### config.mk
export PLATFORM = sky130hd
export DESIGN_NAME = lrd_top
export DESIGN_NICKNAME = d
export VERILOG_FILES = /design/src/rtl/lrd_pkg.sv /design/src/rtl/lrd_sync.sv /design/src/rtl/lrd_rel_filter.sv /design/src/rtl/lrd_fsm.sv /design/src/rtl/lrd_top.sv
export SDC_FILE = /design/constraint.sdc
export NUM_CORES = 1
export LEC_CHECK = 0
export CORE_ASPECT_RATIO = 0.75
export CORE_MARGIN = 2
export CORE_UTILIZATION = 30
export DETAILED_ROUTE_END_ITERATION = 8
export SYNTH_ARGS = -nofsm -noshare
export SYNTH_HDL_FRONTEND = slang
export SYNTH_SLANG_ARGS = --single-unit
### constraint.sdc
create_clock -name clk -period 4.2 [get_ports clk]
set_input_delay 1.26 -clock clk [delete_from_list [all_inputs] [get_ports clk]]
set_output_delay 1.26 -clock clk [all_outputs]
set_load 0.03 [all_outputs]
### src/rtl/lrd_pkg.sv
package lrd_pkg;

    typedef enum logic [1:0] {
        ST_IDLE     = 2'd0,
        ST_ARMING   = 2'd1,
        ST_PULSE    = 2'd2,
        ST_WAIT_REL = 2'd3
    } lrd_state_e;

    typedef struct packed {
        logic b;
        logic a;
    } btn_pair_t;

    localparam int NUM_BTN = 2;

    function automatic logic hold_met(input logic dual, input btn_pair_t held);
        return dual ? (held.a & held.b) : held.a;
    endfunction

endpackage

### src/rtl/lrd_sync.sv
module lrd_sync #(
    parameter int W      = 2,
    parameter int STAGES = 2
) (
    input  logic         clk,
    input  logic         rst,
    input  logic [W-1:0] d,
    output logic [W-1:0] q
);
    logic [W-1:0] chain [STAGES];

    genvar s;
    generate
        for (s = 0; s < STAGES; s++) begin : g_stage
            always_ff @(posedge clk) begin
                if (rst) begin
                    chain[s] <= '1;
                end else if (s == 0) begin
                    chain[s] <= d;
                end else begin
                    chain[s] <= chain[(s == 0) ? 0 : s-1];
                end
            end
        end
    endgenerate

    assign q = chain[STAGES-1];
endmodule

### src/rtl/lrd_rel_filter.sv
module lrd_rel_filter #(
    parameter int REL_TICKS = 20
) (
    input  logic clk,
    input  logic rst,
    input  logic tick,
    input  logic lvl_n,
    output logic held
);
    localparam int CW = $clog2(REL_TICKS + 1);
    localparam logic [CW-1:0] REL_C  = CW'(REL_TICKS);
    localparam logic [CW-1:0] REL_M1 = CW'(REL_TICKS - 1);

    logic [CW-1:0] hi_cnt;

    always_ff @(posedge clk) begin
        if (rst) begin
            hi_cnt <= REL_C;
            held   <= 1'b0;
        end else if (!lvl_n) begin
            hi_cnt <= '0;
            held   <= 1'b1;
        end else if (tick && hi_cnt != REL_C) begin
            hi_cnt <= hi_cnt + 1'b1;
            if (hi_cnt == REL_M1) begin
                held <= 1'b0;
            end
        end
    end
endmodule

### src/rtl/lrd_fsm.sv
module lrd_fsm
    import lrd_pkg::*;
#(
    parameter int SETUP_TICKS = 6720,
    parameter int PULSE_TICKS = 210,
    localparam int SW = $clog2(SETUP_TICKS),
    localparam int PW = $clog2(PULSE_TICKS + 1)
) (
    input  logic          clk,
    input  logic          rst,
    input  logic          tick,
    input  logic          hold,
    output logic          req,
    output logic          pulse_on,
    output lrd_state_e    state_o,
    output logic [SW-1:0] setup_cnt_o
);
    localparam logic [SW-1:0] SETUP_LAST = SW'(SETUP_TICKS - 1);
    localparam logic [PW-1:0] PULSE_LAST = PW'(PULSE_TICKS - 1);

    lrd_state_e    state_q;
    logic [SW-1:0] setup_cnt;
    logic [PW-1:0] pulse_cnt;

    always_ff @(posedge clk) begin
        if (rst) begin
            state_q   <= ST_IDLE;
            setup_cnt <= '0;
            pulse_cnt <= '0;
            req       <= 1'b0;
        end else begin
            req <= 1'b0;
            unique case (state_q)
                ST_IDLE: begin
                    setup_cnt <= '0;
                    if (hold) state_q <= ST_ARMING;
                end
                ST_ARMING: begin
                    if (!hold) begin
                        state_q   <= ST_IDLE;
                        setup_cnt <= '0;
                    end else if (tick) begin
                        if (setup_cnt == SETUP_LAST) begin
                            state_q   <= ST_PULSE;
                            pulse_cnt <= '0;
                            req       <= 1'b1;
                        end else begin
                            setup_cnt <= setup_cnt + 1'b1;
                        end
                    end
                end
                ST_PULSE: begin
                    if (tick) begin
                        if (pulse_cnt == PULSE_LAST) state_q <= ST_WAIT_REL;
                        else pulse_cnt <= pulse_cnt + 1'b1;
                    end
                end
                ST_WAIT_REL: begin
                    if (!hold) state_q <= ST_IDLE;
                end
                default: state_q <= ST_IDLE;
            endcase
        end
    end

    assign pulse_on    = (state_q == ST_PULSE);
    assign state_o     = state_q;
    assign setup_cnt_o = setup_cnt;
endmodule

### src/rtl/lrd_top.sv
module lrd_top
    import lrd_pkg::*;
#(
    parameter int SETUP_TICKS = 6720,
    parameter int PULSE_TICKS = 210,
    parameter int REL_TICKS   = 20,
    localparam int SW = $clog2(SETUP_TICKS)
) (
    input  logic clk,
    input  logic rst,
    input  logic tick,
    input  logic dual_mode,
    input  logic btn_a_n,
    input  logic btn_b_n,
    output logic rst_req,
    output logic rst_out_n
);
    logic [NUM_BTN-1:0] raw_n, sync_n, held_v;
    btn_pair_t          held;
    logic               hold;
    logic               pulse_on;
    lrd_state_e         state_w;
    logic [SW-1:0]      setup_cnt_w;

    assign raw_n = {btn_b_n, btn_a_n};

    lrd_sync #(.W(NUM_BTN), .STAGES(2)) u_sync (
        .clk (clk),
        .rst (rst),
        .d   (raw_n),
        .q   (sync_n)
    );

    genvar i;
    generate
        for (i = 0; i < NUM_BTN; i++) begin : g_filt
            lrd_rel_filter #(.REL_TICKS(REL_TICKS)) u_filt (
                .clk   (clk),
                .rst   (rst),
                .tick  (tick),
                .lvl_n (sync_n[i]),
                .held  (held_v[i])
            );
        end
    endgenerate

    assign held = held_v;
    assign hold = hold_met(dual_mode, held);

    lrd_fsm #(.SETUP_TICKS(SETUP_TICKS), .PULSE_TICKS(PULSE_TICKS)) u_fsm (
        .clk         (clk),
        .rst         (rst),
        .tick        (tick),
        .hold        (hold),
        .req         (rst_req),
        .pulse_on    (pulse_on),
        .state_o     (state_w),
        .setup_cnt_o (setup_cnt_w)
    );

    assign rst_out_n = ~pulse_on;
endmodule

==> results of run 1 <==
-- layout by cell type (no fill, tap or decap), drive strengths merged, types with 3 or more instances in the layout --
master         instances
o21ai                  3
nand2                 21
or2                    5
nand3                 16
o31ai                  5
dfxtp                 40
nand4                  8
a21oi                  9
inv                   16
clkbuf                 5
ha                     7
a31oi                  5
nor4b                  3
or4                    4
nand2b                 3
nand4b                 5
o32ai                  4
a21o                   4
nor3                   6
and3                   4
a31o                   3
and4                   4
or3                    3
a2111oi                3
clkdlybuf4s50          7
xnor2                  9
nor2                  12
-- power groups by stage --
stage	Clock [mW]	Combinational [mW]	Sequential [mW]
final	0.316	0.0472	0.395
after global routing	0.343	0.0529	0.396
after CTS	0.328	0.0472	0.395
after detailed placement	0	0.0468	0.404
after global placement	0	0.0469	0.404
after floorplan	0	0.0347	0.401
-- final timing paths --
| check | start | endpoint | slack (ps) | cells after the start |
|---|---|---|---|---|
| setup / recovery | flop | rst_out_n | 990 | 4 |
| hold / removal | u_sync.chain[0][1]$_SDFF_PP1_ | u_sync.chain[1][1]$_SDFF_PP1_ | 410 | 1 |
| setup reg to reg | u_fsm.setup_cnt_o[4]$_SDFFE_PP0P_ | u_fsm.setup_cnt_o[9]$_SDFFE_PP0P_ | 2300 | 4 |
| hold reg to reg | u_sync.chain[0][1]$_SDFF_PP1_ | u_sync.chain[1][1]$_SDFF_PP1_ | 410 | 1 |
-- state kept, by name, indices dropped and copies added, names as in the netlist, named ones only --
register              flops
u_fsm.req                 1
u_sync.chain              4
u_fsm.state_o             1
g_filt.u_filt.held        2
u_fsm.setup_cnt_o        13
u_fsm.pulse_cnt           8
g_filt.u_filt.hi_cnt     10
-- metrics by stage --
step | hold WS [ps] | instance area [µm²] | std cells | setup WS [ps]
floorplan | 389.5 | 2106 | 238 | 1843
global placement | 392.8 | 2247 | 321 | 1108
detailed placement | 395.0 | 2247 | 321 | 1060
CTS | 415.8 | 2359 | 329 | 966.6
global route | 418.2 | 2359 | 329 | 844.5
finish | 413.8 | 2359 | 329 | 992.8
-- logic make-up after synthesis --
logic type	count (synthesis)
muxes	1
DFF	40
xor gates and xnor gates	11
and+or+nand+nor	101
AOI/OAI and AO/OA	52
adders and majority gates	7
buffers and inverters	26
-- metal layers --
layer  GRT usage  wire length (µm)  up-vias
li1            -                 -      906
met1      0.1916              2344      796
met2      0.1593              1811       54
met3     0.03394               293        5
met4     0.04110                47        0
met5           0                 0        -
-- area by class of cell --
cell class / count / area (µm²) / share of cell area
clock buffers: 5 / 68.82 / 0.02918
inverters: 16 / 60.06 / 0.02546
flip-flops and latches: 40 / 800.8 / 0.3395
multi-input cells: 172 / 1196 / 0.5072
well taps: 84 / 105.1 / 0.04456
repair buffers: 9 / 85.08 / 0.03607
clock inverters: 3 / 42.54 / 0.01804
==> results.toml, run 1 <==
[setup_path]
cpLargestDelayFamily = "buffers and inverters"
setup.worst_path.start_class = "flop"
crit_chain = "inv_2 > nor2_1 > inv_1 > clkdlybuf4s50_1"
path_class = "flop to output pin"
crit_required_ps = 2940
crit_path_max_incr_delay_ps = 610
slowest_stage = "clkdlybuf4s50_1"
path_buf_inv = 3
endpoint_kind = "output pin"
path_max_fanout = 9
cp.arrival_ps = 1950

[power_and_ir_drop]
swShare = 0.2314
p_switching_mw = 0.1753
clock_power_share = 0.417
fin_total_pwr_mw = 0.7574
power_frac_comb = 0.062
p_leak_nw = 0.8165
p_per_area_nw_per_um2 = 321.1
intPower_mw = 0.5821
seqPwrFrac = 0.521
ir_drop_mv = 0.1761

[synth]
seq_area_frac_synth = 0.3803
yosys.area_share.simple = 0.2816
async_reset_ff_frac = 0
synth_top_area_cell = "dfxtp_1"
yosysMostFrequentCell = "dfxtp_1"
synth_compound_area_frac = 0.1937
yosys_warnings = 0
synthXorXnorAreaFrac = 0.04575
yosys.area.top_type_share = 0.3803
synth_top_family_by_area = "simple AND/OR/NAND/NOR gates"
syn_nets = 251
muxShareOfSynthArea = 0.005348
synth-adder-area-share = 0.04159
synth-edff-count = 0
syn_inst = 238
yosys-top-cells-area = "dfxtp_1 38%, ha_1 4.2%, nand3_1 3.8%"
ys_types = 57
synth_flop_cell = "dfxtp_1"
ys_seq_elements = 40
ys_top_cells_by_count = "40 x dfxtp_1, 21 x nand2_1, 16 x nand3_1"
netlist_area_um2 = 2106
syn_area_per_cell_um2 = 8.848

[timing]
drv_slew = 0
grt_setup_unrepaired = "false"
setup_violations = 0
setup_tns_ps = 0
post-route-min-period_ps = 3207
hold_viol = 0
slew_headroom = 0.6209
fin_crit_sh = 0.7636
worst_pin_slew_ps = 554.4
max_freq_ghz = 0.3118
clock-skew-final_ps = 5.444

[clock_network]
cts_tree = "yes"
cts_buffer_depth = 2
cts_repair_resize_count = 0
htree_levels = 2
hold_buffers = 0
cts-root-buf = "clkbuf_8"
clock-sinks = 40
cts_setup_buffers = 0
clkTransAtPathRegs_ps = 80
clk_latency_ps = 290
numCtsBuffers = 5

[final_layout]
drive_gt1_frac = 0.1143
antenna_cells = 0
syn_to_final_growth_pct = 12.00
num-fill-cells = 691
layout.nets = 257
final_core_util = 0.3469

[grt]
antenna_found_initial = 0
grt_pass1_wl_mm = 7.693
track_usage = 0.1236
grt_pass1_vias = 1567
grt_max_degree = 24
grt.overflow.total = 0

[min_path]
holdCritPathClass = "flop to flop"

[placement]
io_buffer_count = 7
routabilityCongestion = 0.8324
dpl.hpwl_mm = 3.221

[die]
start_util = 0.3097
std_cell_rows = 26
die_h_um = 76.56
die-area_um2 = 7712
fp.coreArea_um2 = 6799
io_pins = 8
die_w_um = 100.7

[routing]
vias = 1761
first_iter_violations = 84
first_pass_iters = 4
postRouteAntennaNets = 0
drc = 0
drt-wirelength-per-cell_um = 13.67
wl_mm = 4.497
via_per_inst = 5.353

[outcome]
outcome = "finished clean"

[job]
drv_cap = 0
No activity file was read; power rests on OpenSTA's default activity.
==> run 2: changes to the inputs <==
Clock period 4.2 ns to 3.15 ns, I/O delays scaled along.
==> run 2 against run 1 <==
Against the previous run:
- final cell count is 0.91% higher
- count of clock-buffer cells in the layout increased by 1
- worst setup slack worse by 530 ps
- combinational power rose by 40%
- sequential share of layout area is 0.054 points lower
- register-to-register slack worse by 980 ps
- global-route usage decreased by 0.090 points
- clock skew barely moved
- first-iteration DRC count did not move
- critical path depth fell by 1
- routed wire length decreased by 0.91%
- critical path type unchanged
- critical endpoint unchanged
- largest power group unchanged
- highest routed layer unchanged
==> results.toml, run 2 (same netlist as run 1, synthesis figures left out) <==
[setup_path]
path_class = "flop to output pin"
crit_chain = "nor2_1 > inv_1 > clkdlybuf4s50_1"
setup.worst_path.start_class = "flop"
path_max_fanout = 9
slowest_stage = "clkdlybuf4s50_1"
crit_required_ps = 2200
cpLargestDelayFamily = "buffers and inverters"
path_buf_inv = 2
cp.arrival_ps = 1740
endpoint_kind = "output pin"
crit_path_max_incr_delay_ps = 670

[final_layout]
layout_commonest_cell = "dfxtp_1"
drive_gt1_frac = 0.1250
antenna_cells = 0
layout.nets = 260
final_core_util = 0.3474
largest_reg_flops = 13
design_area_um2 = 2362
final_cell_mix = "40 x dfxtp_1, 21 x nand2_1, 16 x nand3_1"
syn_to_final_growth_pct = 12.18

[routing]
vias = 1760
first_pass_iters = 4
wl_mm = 4.456
postRouteAntennaNets = 0
first_iter_violations = 84
drt-wirelength-per-cell_um = 13.42
drc = 0
via_per_inst = 5.301

[timing]
setup_tns_ps = 0
holdWs_ps = 410.5
fin_crit_sh = 0.8535
hold_viol = 0
slew_headroom = 0.6255
grt_setup_unrepaired = "false"
setup_violations = 0
worst_pin_slew_ps = 559.9
clock-skew-final_ps = 5.337
post-route-min-period_ps = 2688
drv_slew = 0
max_freq_ghz = 0.3720

[clock_network]
cts_setup_buffers = 0
cts-root-buf = "clkbuf_8"
clk_latency_ps = 290
cts_buffer_depth = 2
hold_buffers = 0
numCtsBuffers = 5
cts_tree = "yes"
clock-sinks = 40
htree_levels = 2
cts_repair_resize_count = 0
clkTransAtPathRegs_ps = 70

[power_and_ir_drop]
clock_power_share = 0.372
swShare = 0.2381
power_frac_comb = 0.070
p_leak_nw = 0.8284
p_switching_mw = 0.2246
ir_drop_mv = 0.2460
seqPwrFrac = 0.558
p_per_area_nw_per_um2 = 399.2
intPower_mw = 0.7185

[grt]
grt_max_degree = 20
grt.overflow.total = 0
track_usage = 0.1227
grt_pass1_wl_mm = 7.603
grt_pass1_vias = 1587
antenna_found_initial = 0

[die]
fp.coreArea_um2 = 6799
start_util = 0.3097
die_w_um = 100.7
io_pins = 8
die_h_um = 76.56
std_cell_rows = 26
die-area_um2 = 7712

[placement]
io_buffer_count = 7
dpl.hpwl_mm = 3.241
dpl_cell_area_um2 = 2270
routabilityCongestion = 0.8191

[min_path]
holdCritPathClass = "flop to flop"

[outcome]
outcome = "finished clean"

[job]
drv_cap = 0
-- run 2: cell count changes in the layout (fill, tap and decap cells not counted) --
cell	before	now
buf_4	2	5
bufinv_16	1	0
clkbuf_8	5	6
clkinv_2	1	2
clkinvlp_4	1	0
-- run 2: worst reg2reg max path: cells and delay by family (launching register included) --
kind            cells  cell delay (ps)
compound gates      2              680
flops               1              430
simple gates        2              580
-- run 2: area by class of cell --
| type | count | area (µm²) |
|---|---|---|
| clock inverter | 2 | 10.01 |
| tap | 84 | 105.1 |
| multi-input combinational | 172 | 1196 |
| clock buffer | 6 | 82.58 |
| sequential | 40 | 800.8 |
| timing repair buffer | 12 | 107.6 |
| inverter | 16 | 60.06 |
| fill | 697 | 4437 |
-- run 2: routing by layer --
layer  share of wire  global-route usage  vias to the layer above  routed length [µm]
met5               0                   0                        -                   0
met3           0.042             0.03394                        7                 187
met1            0.54              0.1807                      819                2393
met4           0.012             0.04110                        0                  52
li1                -                   -                      906                   -
met2            0.41              0.1693                       28                1822
-- run 2: stage by stage --
stage	instances	total power, mW	setup slack (ps)
6_report	332	0.9430	461.6
3_5_place_dp	324	0.6041	414.5
2_1_floorplan	238	0.5809	1108
4_1_cts	332	0.9632	454.4
3_3_place_gp	324	0.6029	456.3
5_1_grt	332	0.9913	368.0
-- run 2: power by group through the flow --
stage	Combinational, mW	Sequential (mW)	Clock, mW
floorplan	0.0463	0.535	0
finish	0.0660	0.527	0.351
global placement	0.0650	0.538	0
global route	0.0737	0.528	0.390
CTS	0.0665	0.526	0.371
detailed placement	0.0661	0.538	0
-- run 2: final timing paths --
kind	start	slack, ps	end	depth (start not counted)
max reg2reg	u_fsm.setup_cnt_o[9]$_SDFFE_PP0P_	1320	u_fsm.pulse_cnt[3]$_SDFFE_PP0P_	4
min	u_sync.chain[0][1]$_SDFF_PP1_	410	u_sync.chain[1][1]$_SDFF_PP1_	1
max	u_fsm.state_o[0]$_SDFFE_PP0P_	460	rst_out_n	3
min reg2reg	u_sync.chain[0][1]$_SDFF_PP1_	410	u_sync.chain[1][1]$_SDFF_PP1_	1
==> run 3: changes to the inputs <==
Settings changed: PLACE_DENSITY_LB_ADDON set to 0.2.
Clock period 3.15 ns to 2.9 ns, I/O delays scaled along.
==> run 3 against run 2 <==
Against the previous run:
- worst setup slack lost 140 ps
- clock power up 33%
- combinational power increased by 8.8%
- routed wire length is 1.8% higher
- largest cell class unchanged
- flip-flop and latch count is the same
- hold slack better by 3.5 ps
- first-iteration DRC count is 1.2% higher
- utilization rose by 0.77 points
- critical path depth is the same
- highest routed layer unchanged
- register-to-register slack worse by 280 ps
- via count decreased by 1.5%
- count of clock-buffer cells in the layout decreased by 1
==> results.toml, run 3 (same netlist as run 1, synthesis figures left out) <==
[placement]
dpl.hpwl_mm = 3.315
dpl_cell_area_um2 = 2300
routabilityCongestion = 0.7761
io_buffer_count = 7

[timing]
worst_pin_slew_ps = 560.4
slew_headroom = 0.6251
max_freq_ghz = 0.3873
hold_viol = 0
holdWs_ps = 414.0
drv_slew = 0
setup_violations = 0
fin_crit_sh = 0.8902
clock-skew-final_ps = 7.654
grt_setup_unrepaired = "false"
post-route-min-period_ps = 2582
setup_tns_ps = 0

[final_layout]
final_cell_mix = "40 x dfxtp_1, 21 x nand2_1, 16 x nand3_1"
layout.nets = 264
num-fill-cells = 699
largest_reg_flops = 13
antenna_cells = 0
final_core_util = 0.3552
drive_gt1_frac = 0.1389
layout_commonest_cell = "dfxtp_1"
syn_to_final_growth_pct = 14.68
design_area_um2 = 2415

[grt]
grt_util_met2 = 0.1853
antenna_found_initial = 0
top_usage_layer = "met1"
grt_pass1_wl_mm = 7.976
met1_usage = 0.1886
grt_max_degree = 15
grt_pass1_vias = 1661
grtUsageMet3 = 0.03303
grt.overflow.total = 0
track_usage = 0.1298

[setup_path]
ff2ff_setup_slack_ps = 1040
cp.arrival_ps = 1710
setup.worst_path.start_class = "flop"
crit_required_ps = 2030
crit-reg2reg-launch = "u_fsm.setup_cnt_o[9]$_SDFFE_PP0P_"
path_class = "flop to output pin"
rr_worst_depth = 4
r2r-end = "u_fsm.pulse_cnt[3]$_SDFFE_PP0P_"
path_max_fanout = 9
endpoint_kind = "output pin"

[clock_network]
htree_levels = 2
cts_buffer_depth = 2
cts_tree = "yes"
clk_latency_ps = 290
clock-sinks = 40
hold_buffers = 0
cts-root-buf = "clkbuf_8"
cts_repair_resize_count = 0
clkTransAtPathRegs_ps = 90
numCtsBuffers = 5
cts_setup_buffers = 0

[die]
start_util = 0.3097
die_w_um = 100.7
fp.coreArea_um2 = 6799
die-area_um2 = 7712
die_h_um = 76.56
std_cell_rows = 26
io_pins = 8

[min_path]
holdPathStages = 1
min-delay-start = "u_sync.chain[0][0]$_SDFF_PP1_"
worstHoldEndpoint = "u_sync.chain[1][0]$_SDFF_PP1_"
holdCritPathClass = "flop to flop"

[routing]
first_pass_iters = 4
vias = 1734
drt-wirelength-per-cell_um = 13.50
first_iter_violations = 85
postRouteAntennaNets = 0
drc = 0
wl_mm = 4.537
via_per_inst = 5.161

[power_and_ir_drop]
p_per_area_nw_per_um2 = 460.2
fin_total_pwr_mw = 1.111
ir_drop_mv = 0.2251
p_leak_nw = 0.8521

[job]
drv_cap = 0

[outcome]
outcome = "finished clean"
==> run 3: worst max-delay path, cell delays in order, from the launching register on <==
cell             delay (ps)
dfxtp_1                 490
nor2_1                  110
inv_1                   130
clkdlybuf4s50_1         690
==> run 3: layout make-up <==
class	instances	area, µm²	share of cell area
Inverter	16	60.06	0.02487
Multi-Input combinational cell	172	1196	0.4953
Sequential cell	40	800.8	0.3316
Tap cell	84	105.1	0.04352
Timing Repair Buffer	16	137.6	0.05699
Clock buffer	5	68.82	0.02850
Clock inverter	3	46.29	0.01917
==> run 3: how the worst max path moves through the flow <==
stage,startpoint,to,slack (ps),cells past startpoint
final,u_fsm.state_o[0]$_SDFFE_PP0P_,rst_out_n,320,3
after global routing,u_fsm.state_o[0]$_SDFFE_PP0P_,rst_out_n,190,3
after CTS,u_fsm.state_o[0]$_SDFFE_PP0P_,rst_out_n,300,3
after detailed placement,tick,u_fsm.setup_cnt_o[8]$_SDFFE_PP0P_,310,6
after global placement,tick,u_fsm.setup_cnt_o[8]$_SDFFE_PP0P_,330,6
after floorplan,dual_mode,u_fsm.pulse_cnt[3]$_SDFFE_PP0P_,930,4
==> run 3: power breakdown <==
| part | leakage [nW] | internal, mW | switching [mW] |
|---|---|---|---|
| sequential | 0.324 | 0.561 | 0.0110 |
| clock | 0.0548 | 0.259 | 0.208 |
| combinational | 0.473 | 0.0309 | 0.0409 |
==> run 3: metal layers <==
layer	vias to the layer above	part of all wire
met2	17	0.41
li1	918	-
met3	4	0.029
met1	795	0.56
met4	0	0.0093
met5	-	0
==> run 3: per-stage QoR <==
step | setup slack (ps) | std cells
global placement | 326.7 | 328
finish | 318.3 | 336
global route | 195.0 | 336
CTS | 303.5 | 336
detailed placement | 308.7 | 328
floorplan | 933.4 | 238
